--- config.mk ---
export PLATFORM = sky130hd
export DESIGN_NAME = timebase_resync
export DESIGN_NICKNAME = d
export VERILOG_FILES = /design/src/rtl/tbr_pkg.sv /design/src/rtl/tbr_seq_ctrl.sv /design/src/rtl/tbr_count.sv /design/src/rtl/tbr_err_track.sv /design/src/rtl/tbr_summary.sv /design/src/rtl/timebase_resync.sv
export SDC_FILE = /design/constraint.sdc
export NUM_CORES = 1
export LEC_CHECK = 0
export CAP_MARGIN = 20
export CORE_UTILIZATION = 30
export DETAILED_ROUTE_END_ITERATION = 12
export PLACE_DENSITY = 0.64
export REMOVE_ABC_BUFFERS = 1
export SETUP_SLACK_MARGIN = 0.5
export SYNTH_ARGS = -nofsm -noshare
export SYNTH_HDL_FRONTEND = slang
export SYNTH_SLANG_ARGS = --single-unit
--- constraint.sdc ---
create_clock -name clk -period 2.49 [get_ports clk]
set_input_delay 0.498 -clock clk [delete_from_list [all_inputs] [get_ports clk]]
set_output_delay 0.498 -clock clk [all_outputs]
set_load 0.02 [all_outputs]
--- src/rtl/tbr_pkg.sv ---
package tbr_pkg;
  typedef enum logic [1:0] {
    TBR_RUN  = 2'd0,
    TBR_HALT = 2'd1,
    TBR_WAIT = 2'd2
  } tbr_state_e;

  localparam int ERR_W  = 5;
  localparam int E_TB   = 0;
  localparam int E_CTL  = 1;
  localparam int E_DEC  = 2;
  localparam int E_HDEC = 3;
  localparam int E_UTIL = 4;

  localparam int SUM_W    = 3;
  localparam int S_RESYNC = 0;
  localparam int S_DEC    = 1;
  localparam int S_HDEC   = 2;
endpackage

--- src/rtl/tbr_seq_ctrl.sv ---
module tbr_seq_ctrl
  import tbr_pkg::*;
(
  input  logic       clk,
  input  logic       rst_n,
  input  logic       stop_err,
  input  logic       clear,
  input  logic       load,
  output tbr_state_e state_o,
  output logic       load_ok,
  output logic       resync_done
);
  tbr_state_e state_q;
  logic       recov_q;

  assign state_o     = state_q;
  assign load_ok     = (state_q == TBR_WAIT) && load && !stop_err;
  assign resync_done = load_ok && recov_q;

  always_ff @(posedge clk) begin
    if (!rst_n) begin
      state_q <= TBR_WAIT;
      recov_q <= 1'b0;
    end else if (stop_err) begin
      state_q <= TBR_HALT;
    end else begin
      unique case (state_q)
        TBR_HALT: if (clear) begin
          state_q <= TBR_WAIT;
          recov_q <= 1'b1;
        end
        TBR_WAIT: if (load) begin
          state_q <= TBR_RUN;
          recov_q <= 1'b0;
        end
        default: state_q <= state_q;
      endcase
    end
  end
endmodule

--- src/rtl/tbr_count.sv ---
module tbr_count #(
  parameter int W = 64
) (
  input  logic         clk,
  input  logic         rst_n,
  input  logic         step_ok,
  input  logic         load_ok,
  input  logic [W-1:0] value,
  output logic [W-1:0] tb
);
  logic [W-1:0] tb_q;
  assign tb = tb_q;

  always_ff @(posedge clk) begin
    if (!rst_n)       tb_q <= '0;
    else if (load_ok) tb_q <= value;
    else if (step_ok) tb_q <= tb_q + W'(1);
  end
endmodule

--- src/rtl/tbr_err_track.sv ---
module tbr_err_track #(
  parameter int             EW        = 5,
  parameter int             N_THR     = 4,
  parameter logic [EW-1:0]  STOP_MASK = 5'b00011
) (
  input  logic             clk,
  input  logic             rst_n,
  input  logic [EW-1:0]    err,
  input  logic             clear,
  output logic             stop_err,
  output logic [N_THR-1:0] irq
);
  logic [EW-1:0] pend_q;
  logic          any_pend;

  assign stop_err = |(err & STOP_MASK);
  assign any_pend = |pend_q;

  always_ff @(posedge clk) begin
    if (!rst_n) pend_q <= '0;
    else        pend_q <= (clear ? '0 : pend_q) | err;
  end

  for (genvar t = 0; t < N_THR; t++) begin : g_thr
    assign irq[t] = any_pend;
  end
endmodule

--- src/rtl/tbr_summary.sv ---
module tbr_summary #(
  parameter int SW = 3
) (
  input  logic          clk,
  input  logic          rst_n,
  input  logic [SW-1:0] set,
  input  logic          ready,
  output logic [SW-1:0] sum,
  output logic          valid
);
  logic [SW-1:0] sum_q;
  logic          take;

  assign sum   = sum_q;
  assign valid = |sum_q;
  assign take  = valid && ready;

  always_ff @(posedge clk) begin
    if (!rst_n) sum_q <= '0;
    else        sum_q <= (take ? '0 : sum_q) | set;
  end
endmodule

--- src/rtl/timebase_resync.sv ---
module timebase_resync
  import tbr_pkg::*;
#(
  parameter int                W         = 64,
  parameter int                N_THR     = 4,
  parameter logic [ERR_W-1:0]  STOP_MASK = 5'b00011
) (
  input  logic              clk,
  input  logic              rst_n,
  input  logic              step_i,
  input  logic [W-1:0]      tod_value_i,
  input  logic              tod_load_i,
  input  logic [ERR_W-1:0]  err_i,
  input  logic              clear_i,
  input  logic              sum_ready_i,
  output logic [W-1:0]      tb_o,
  output logic              valid_o,
  output logic              running_o,
  output logic [N_THR-1:0]  irq_o,
  output logic [SUM_W-1:0]  sum_o,
  output logic              sum_valid_o
);
  tbr_state_e       cur_state;
  logic             stop_err;
  logic             load_ok;
  logic             resync_done;
  logic             running;
  logic             step_ok;
  logic [SUM_W-1:0] sum_set;

  assign running   = (cur_state == TBR_RUN);
  assign step_ok   = running && step_i && !stop_err;
  assign valid_o   = running;
  assign running_o = running;

  always_comb begin
    sum_set           = '0;
    sum_set[S_RESYNC] = resync_done;
    sum_set[S_DEC]    = err_i[E_DEC];
    sum_set[S_HDEC]   = err_i[E_HDEC];
  end

  tbr_seq_ctrl u_ctrl (
    .clk         (clk),
    .rst_n       (rst_n),
    .stop_err    (stop_err),
    .clear       (clear_i),
    .load        (tod_load_i),
    .state_o     (cur_state),
    .load_ok     (load_ok),
    .resync_done (resync_done)
  );

  tbr_count #(.W(W)) u_count (
    .clk     (clk),
    .rst_n   (rst_n),
    .step_ok (step_ok),
    .load_ok (load_ok),
    .value   (tod_value_i),
    .tb      (tb_o)
  );

  tbr_err_track #(.EW(ERR_W), .N_THR(N_THR), .STOP_MASK(STOP_MASK)) u_err (
    .clk      (clk),
    .rst_n    (rst_n),
    .err      (err_i),
    .clear    (clear_i),
    .stop_err (stop_err),
    .irq      (irq_o)
  );

  tbr_summary #(.SW(SUM_W)) u_sum (
    .clk   (clk),
    .rst_n (rst_n),
    .set   (sum_set),
    .ready (sum_ready_i),
    .sum   (sum_o),
    .valid (sum_valid_o)
  );
endmodule

==> results.md, run 1 <==
- Crit share post-route: 84.6%
- Power share of the combinational group: 22.6%
- CTS Hold Bufs: 0
- Measured slew at the worst slew-check pin: 0.466 ns
- Post-Layout Cell Count: 1104
- CTS root buf: clkbuf_16
- Power Dens Cells: 420 nW/um^2
- WL met2: 9510 microns
- Synth top area share: 31.5%
- Clock Skew: 0.0125 ns
- CTS buffer count: 9
- CP Cell Sequence: nand2_4 -> or4_4 -> or3_4 -> or4_4 -> a31oi_1
- # port buffers: 148
- M1 WL: 8900 microns
- Residual DRC: 0
- RSZ-0062 raised after global routing: yes
- P_leak: 3.11 nW
- Crit path buf inv count: 0
- Area leader, netlist: dfxtp_1
- WL final: 20900 microns
- Synth cell types: 62
- H-tree Lvls: 3
- Avg Inst Size Synth: 7.45 sq um
- Synth top area cells: dfxtp_1 31%, nand2_1 6.6%, nand4_1 4.7%, nand3_1 4.1%, a21oi_1 3.7%
- Post-synth EDFFs: 0
- Layout cells sized above 1: 26.5%
- Synthesized area: 4770 sq um
- Switch Pwr: 0.000998 W
- ANT nets after route: 0
- DR pass1 iterations: 7
- CTS clk-pin slew, worst paths: 0.06 ns
- Fmax: 0.475 GHz
- CP required: 2.77 ns
- Synth Register Bits: 75
- Final nets: 968
- Die area: 16400 sq um
- Layout area overhead: 71.6%
- Top Ports: 149
- Synth warnings: 0
- CP peak stage delay: 0.54 ns
- Antenna violations before repair: 0
- 1st-iter DRT viols: 664
- Status: complete, no violations
- Final Max Slew Viols: 0
- Dpl hpwl: 14700 microns
- Metal3 WL: 1930 microns
- Flop pwr share: 40.6%
- CTS tree: done
- Cells after Synth: 640
- Async S/R FF share, synth: 0%
- Top post-synthesis cells by count: 84 x nand2_1, 75 x dfxtp_1, 45 x nor2_1
- Cells after DPL: 1040
- Primary FF master, synth: dfxtp_1
- ANT cells: 0
- GPL Wtd Cong: 0.894
- Most frequent cell on the critical path: or4_4
- Switching share of power: 29.0%
- Crit end category: flop
- CP delay by family, top: simple AND/OR/NAND/NOR gates
- Top layer in use: met4
- Routed vias: 6459
- Total gr overflow: 0
- First-pass GRT wire length: 31300 microns
- Share of total power in the clock network: 36.8%
- Vias in the first global route: 5758
- Worst-Skew Late Latency: 0.35 ns
- Worst hold path type: reg -> reg
- Tot GR Track Use: 24.7%
- Drt wl/cell: 18.9 microns
- Final Critical Period: 2.11 ns
- P_int: 0.00244 W
- Row cnt: 45
- Crit path launch type: flop
- Horiz. Die Dim: 128 microns
- Largest net degree at the start of global routing: 35
- Total power: 0.00344 W
- Slew HR: 68.7%
- Crit Path Class: reg -> reg
- Crit Path Max Fanout: 5
- Max Cap Viol: 0
- Max VDD drop: 305 uV
- Vias per cell: 5.85
- Core Footprint: 15400 sq um
- CTS sink cnt: 75
- CTS Buffer Depth: 2
- Critical Path AT: 2.38 ns
- Most common cell in the netlist: nand2_1
- Die Y: 128 microns
- Register area share after synthesis: 31.5%
- Hold Fails Final Rpt: 0
- Slowest CP cell: or4_4
- Final Setup Violations: 0
- Starting Density: 31.0%
-- power groups by stage --
stage          sequential, W  combinational (W)  clock, W
2_1_floorplan        0.00149           0.000230         0
3_3_place_gp         0.00142           0.000745         0
3_5_place_dp         0.00142           0.000748         0
4_1_cts              0.00139           0.000762   0.00130
5_1_grt              0.00141           0.000827   0.00134
6_report             0.00140           0.000775   0.00127
-- final timing paths --
| path | slack (ns) | depth (start not counted) | endpoint | from |
|---|---|---|---|---|
| worst max-delay path | 0.38 | 5 | u_count.tb[44] | u_count.tb[22] |
| worst min-delay path | 0.49 | 2 | u_err.pend_q[2] | u_err.pend_q[2] |
| worst max register to register | 0.38 | 5 | u_count.tb[44] | u_count.tb[22] |
| worst min register to register | 0.49 | 2 | u_err.pend_q[2] | u_err.pend_q[2] |
-- cells in the final DEF, fill, tap and decap left out, types with 12 or more instances in the layout --
cell type and instances:
a22oi_1 13, clkdlybuf4s50_1 122, nand3_1 32, dfxtp_4 12, dlygate4sd2_1 18, nor2_1 45
dfxtp_1 37, dfxtp_2 26, a21oi_1 35, o211ai_1 18, nor3_1 26, a31oi_1 24
or4_1 16, and3_1 14, nand2_1 80, inv_1 12, o21ai_0 18, nand4_1 36
buf_4 117
-- per-layer routing --
layer / track usage, % / up-vias
met3: 6.93 / 56
met2: 38.8 / 360
met4: 9.48 / 0
met1: 31.8 / 3064
li1: - / 2979
met5: 0 / -
-- registers in the layout (all words and copies together), names as in the netlist --
name            count
u_err.pend_q        5
u_sum.sum           3
u_count.tb         64
u_ctrl.recov_q      1
u_ctrl.state_o      2
-- area by class of cell --
cell class | instances | area, sq um
clock buffers | 13 | 270
clock inverters | 2 | 10.0
fillers | 1448 | 7190
inverters | 14 | 57.6
multi-input cells | 508 | 3390
flip-flops and latches | 75 | 1580
well taps | 211 | 264
repair buffers | 281 | 2620
-- per-stage QoR --
step           hold WS [ns]  TNS, ns  area [sq um]  util [%]  worst slack, ns
4_1_cts               0.500        0          7810      50.8            0.369
2_1_floorplan         0.453  -174.03          4590         -            -3.85
6_report              0.492        0          8190      53.3            0.384
5_1_grt               0.543        0          8190      53.3            0.330
3_3_place_gp          0.470   -0.103          7060      45.9          -0.0333
3_5_place_dp          0.487   -0.307          7060      45.9          -0.0491
-- cells by family (layout without fill, tap and decap cells) --
group | after synthesis | in the layout | synth area share, %
AO/OA/AOI/OAI | 168 | 168 | 24.2
XOR/XNOR | 6 | 6 | 1.10
adder cells (fa/ha/maj) | 4 | 4 | 1.05
multiplexers | 4 | 4 | 0.865
flip-flops | 75 | 75 | 31.5
buffers and inverters | 57 | 310 | 4.93
AND/OR/NAND/NOR | 326 | 326 | 36.4
-- what timing repair did --
action	4_1_cts	5_1_grt
cloned	1	1
setup buffers	24	23
pin swaps	27	34
endpoints found under the setup margin	61	62
resized for setup	92	59
-- worst register-to-register path, delay by kind of cell, from the launching register on --
kind             cells  cell delay, ns
AO/OA/AOI/OAI        1            0.16
flip-flops           1            0.37
AND/OR/NAND/NOR      4            1.51
Power figures use the tool's default switching activity.
==> run 2, diff against run 1 <==
PLACE_DENSITY = 0.66   (was 0.64)
clock period = 1.9 ns   (was 2.49 ns; I/O delays follow)
==> results.md, run 2 (synthesized netlist as in run 1, its figures left out) <==
- Pre-CTS setup slack: -0.552 ns (was -0.0491 ns)
- Drt wl/cell: 21.0 microns (was 18.9 microns)
- Vias per cell: 5.91 (was 5.85)
- Antenna violations before repair: 0 (unchanged)
- Critical Path AT: 2.45 ns (was 2.38 ns)
- Final Critical Period: 2.16 ns (was 2.11 ns)
- Cells after DPL: 1176 (was 1040)
- 1st-iter DRT viols: 654 (was 664)
- Tot GR Track Use: 30.0% (was 24.7%)
- Crit path launch type: flop (unchanged)
- Largest net degree at the start of global routing: 30 (was 35)
- Commonest non-fill, non-tap cells in the layout: 212 x buf_4, 114 x buf_6, 70 x nand2_1, 70 x clkdlybuf4s50_1, 41 x dfxtp_2 (was 122 x clkdlybuf4s50_1, 117 x buf_4, 80 x nand2_1)
- FF+latch area: 1590 sq um (was 1580 sq um)
- Final nets: 1130 (was 968)
- Fin worst setup slack: -0.259 ns (was 0.384 ns)
- WL final: 26600 microns (was 20900 microns)
- Power Dens Cells: 515 nW/um^2 (was 420 nW/um^2)
- Slew HR: 68.5% (was 68.7%)
- Core Footprint: 15400 sq um (unchanged)
- Most common cell after layout, fill and taps aside: buf_4 (was clkdlybuf4s50_1)
- ANT cells: 0 (unchanged)
- GPL Wtd Cong: 0.924 (was 0.894)
- Fillers: 1155 (was 1448)
- CTS tree: done (unchanged)
- CTS Hold Bufs: 0 (unchanged)
- # port buffers: 148 (unchanged)
- Max Cap Viol: 0 (unchanged)
- Final Setup Violations: 44 (was 0)
- Max VDD drop: 493 uV (was 305 uV)
- Max reg flops: 64 (unchanged)
- Horiz. Die Dim: 128 microns (unchanged)
- CTS sink cnt: 75 (unchanged)
- H-tree Lvls: 3 (unchanged)
- Total gr overflow: 0 (unchanged)
- Multi-input gate area in the final layout: 3850 sq um (was 3390 sq um)
- Starting Density: 31.0% (unchanged)
- Failing checks: setup timing
- Layout cells sized above 1: 53.0% (was 26.5%)
- Row cnt: 45 (unchanged)
- Worst-Skew Late Latency: 0.36 ns (was 0.35 ns)
- CTS Buffer Depth: 2 (unchanged)
- WHS: 0.503 ns (was 0.492 ns)
- Die area: 16400 sq um (unchanged)
- Hold Fails Final Rpt: 0 (unchanged)
- Crit share post-route: 114% (was 84.6%)
- Measured slew at the worst slew-check pin: 0.469 ns (was 0.466 ns)
- Clock Skew: 0.0140 ns (was 0.0125 ns)
- Die Y: 128 microns (unchanged)
- Crit end category: flop (unchanged)
- CTS clk-pin slew, worst paths: 0.06 ns (about the same)
- Status: finished with violations (was complete, no violations)
- RSZ-0062 raised after global routing: yes (unchanged)
- Layout area overhead: 114% (was 71.6%)
- CTS buffer count: 9 (unchanged)
- CP required: 2.19 ns (was 2.77 ns)
- ANT nets after route: 0 (unchanged)
- Residual DRC: 0 (unchanged)
- First-pass GRT wire length: 38000 microns (was 31300 microns)
- Worst hold path type: reg -> reg (unchanged)
- Dpl hpwl: 16300 microns (was 14700 microns)
- Fmax: 0.463 GHz (was 0.475 GHz)
- Crit Path Max Fanout: 4 (was 5)
- Final Max Slew Viols: 0 (unchanged)
- Crit Path Class: reg -> reg (unchanged)
- Post-Layout Cell Count: 1267 (was 1104)
- CTS root buf: clkbuf_16 (unchanged)
- DR pass1 iterations: 6 (was 7)
- Vias in the first global route: 6976 (was 5758)
- P_leak: 4.29 nW (was 3.11 nW)
- Routed vias: 7487 (was 6459)
- Top Ports: 149 (unchanged)
[run 2: cell count changes in the layout (fill, tap and decap cells not counted), moves of 7 or more]
| cell | previous run | this run |
|---|---|---|
| dlygate4sd2_1 | 18 | 4 |
| buf_6 | 6 | 114 |
| dlymetal6s2s_1 | 8 | 0 |
| dfxtp_1 | 37 | 25 |
| buf_2 | 1 | 19 |
| a21oi_2 | 0 | 7 |
| buf_4 | 117 | 212 |
| nor2_1 | 45 | 37 |
| a21oi_1 | 35 | 28 |
| nor3_1 | 26 | 19 |
| clkdlybuf4s50_1 | 122 | 70 |
| nand2_1 | 80 | 70 |
| buf_8 | 0 | 9 |
| dfxtp_2 | 26 | 41 |
[run 2: routing by layer]
metal,part of all wire [%],routed length [microns],GRT usage [%]
met1,39,10300,36.5
met2,48,12700,50.7
met3,8.8,2350,6.43
met4,4.8,1270,13.2
met5,0,0,0
[run 2: layout make-up]
cell class | count | area share [%]
multi-input combinational | 508 | 37.7
sequential | 75 | 15.5
clock buffer | 10 | 2.34
inverter | 14 | 0.563
timing repair buffer | 443 | 40.2
clock inverter | 6 | 1.10
tap | 211 | 2.58
[run 2: path summary, 6_finish.rpt]
path | start | endpoint | slack [ns] | depth (start not counted)
worst max-delay path | u_count.tb[21] | u_count.tb[44] | -0.26 | 5
worst min-delay path | u_sum.sum[2] | u_sum.sum[2] | 0.50 | 2
worst max register to register | u_count.tb[21] | u_count.tb[44] | -0.26 | 5
worst min register to register | u_sum.sum[2] | u_sum.sum[2] | 0.50 | 2
[run 2: critical path, cell delays in order (launching register included)]
cell	delay, ns
dfxtp_4	0.38
nand3_4	0.11
or4_4	0.50
or3_4	0.42
or4_4	0.49
a31oi_2	0.18
[run 2: metrics by stage]
step                      setup TNS [ns]  total power [W]  util [%]  instance area, sq um
after global placement            -23.41          0.00298      52.4                  8060
after CTS                          -1.58          0.00514      62.0                  9530
after global routing               -7.64          0.00540      66.5                 10200
after detailed placement          -26.38          0.00299      52.4                  8060
after floorplan                  -212.38          0.00225         -                  4590
final                              -4.42          0.00526      66.5                 10200
[run 2: where the power goes]
group | leakage [nW] | switching, W | internal (W)
clock | 0.173 | 0.000773 | 0.00132
sequential | 0.637 | 0.0000881 | 0.00168
combinational | 3.48 | 0.000666 | 0.000730
[run 2: what timing repair did]
item,CTS,global route
buffers inserted,44,29
cloned,2,0
pin swaps,106,63
endpoints found under the setup margin,140,118
resized for setup,574,133
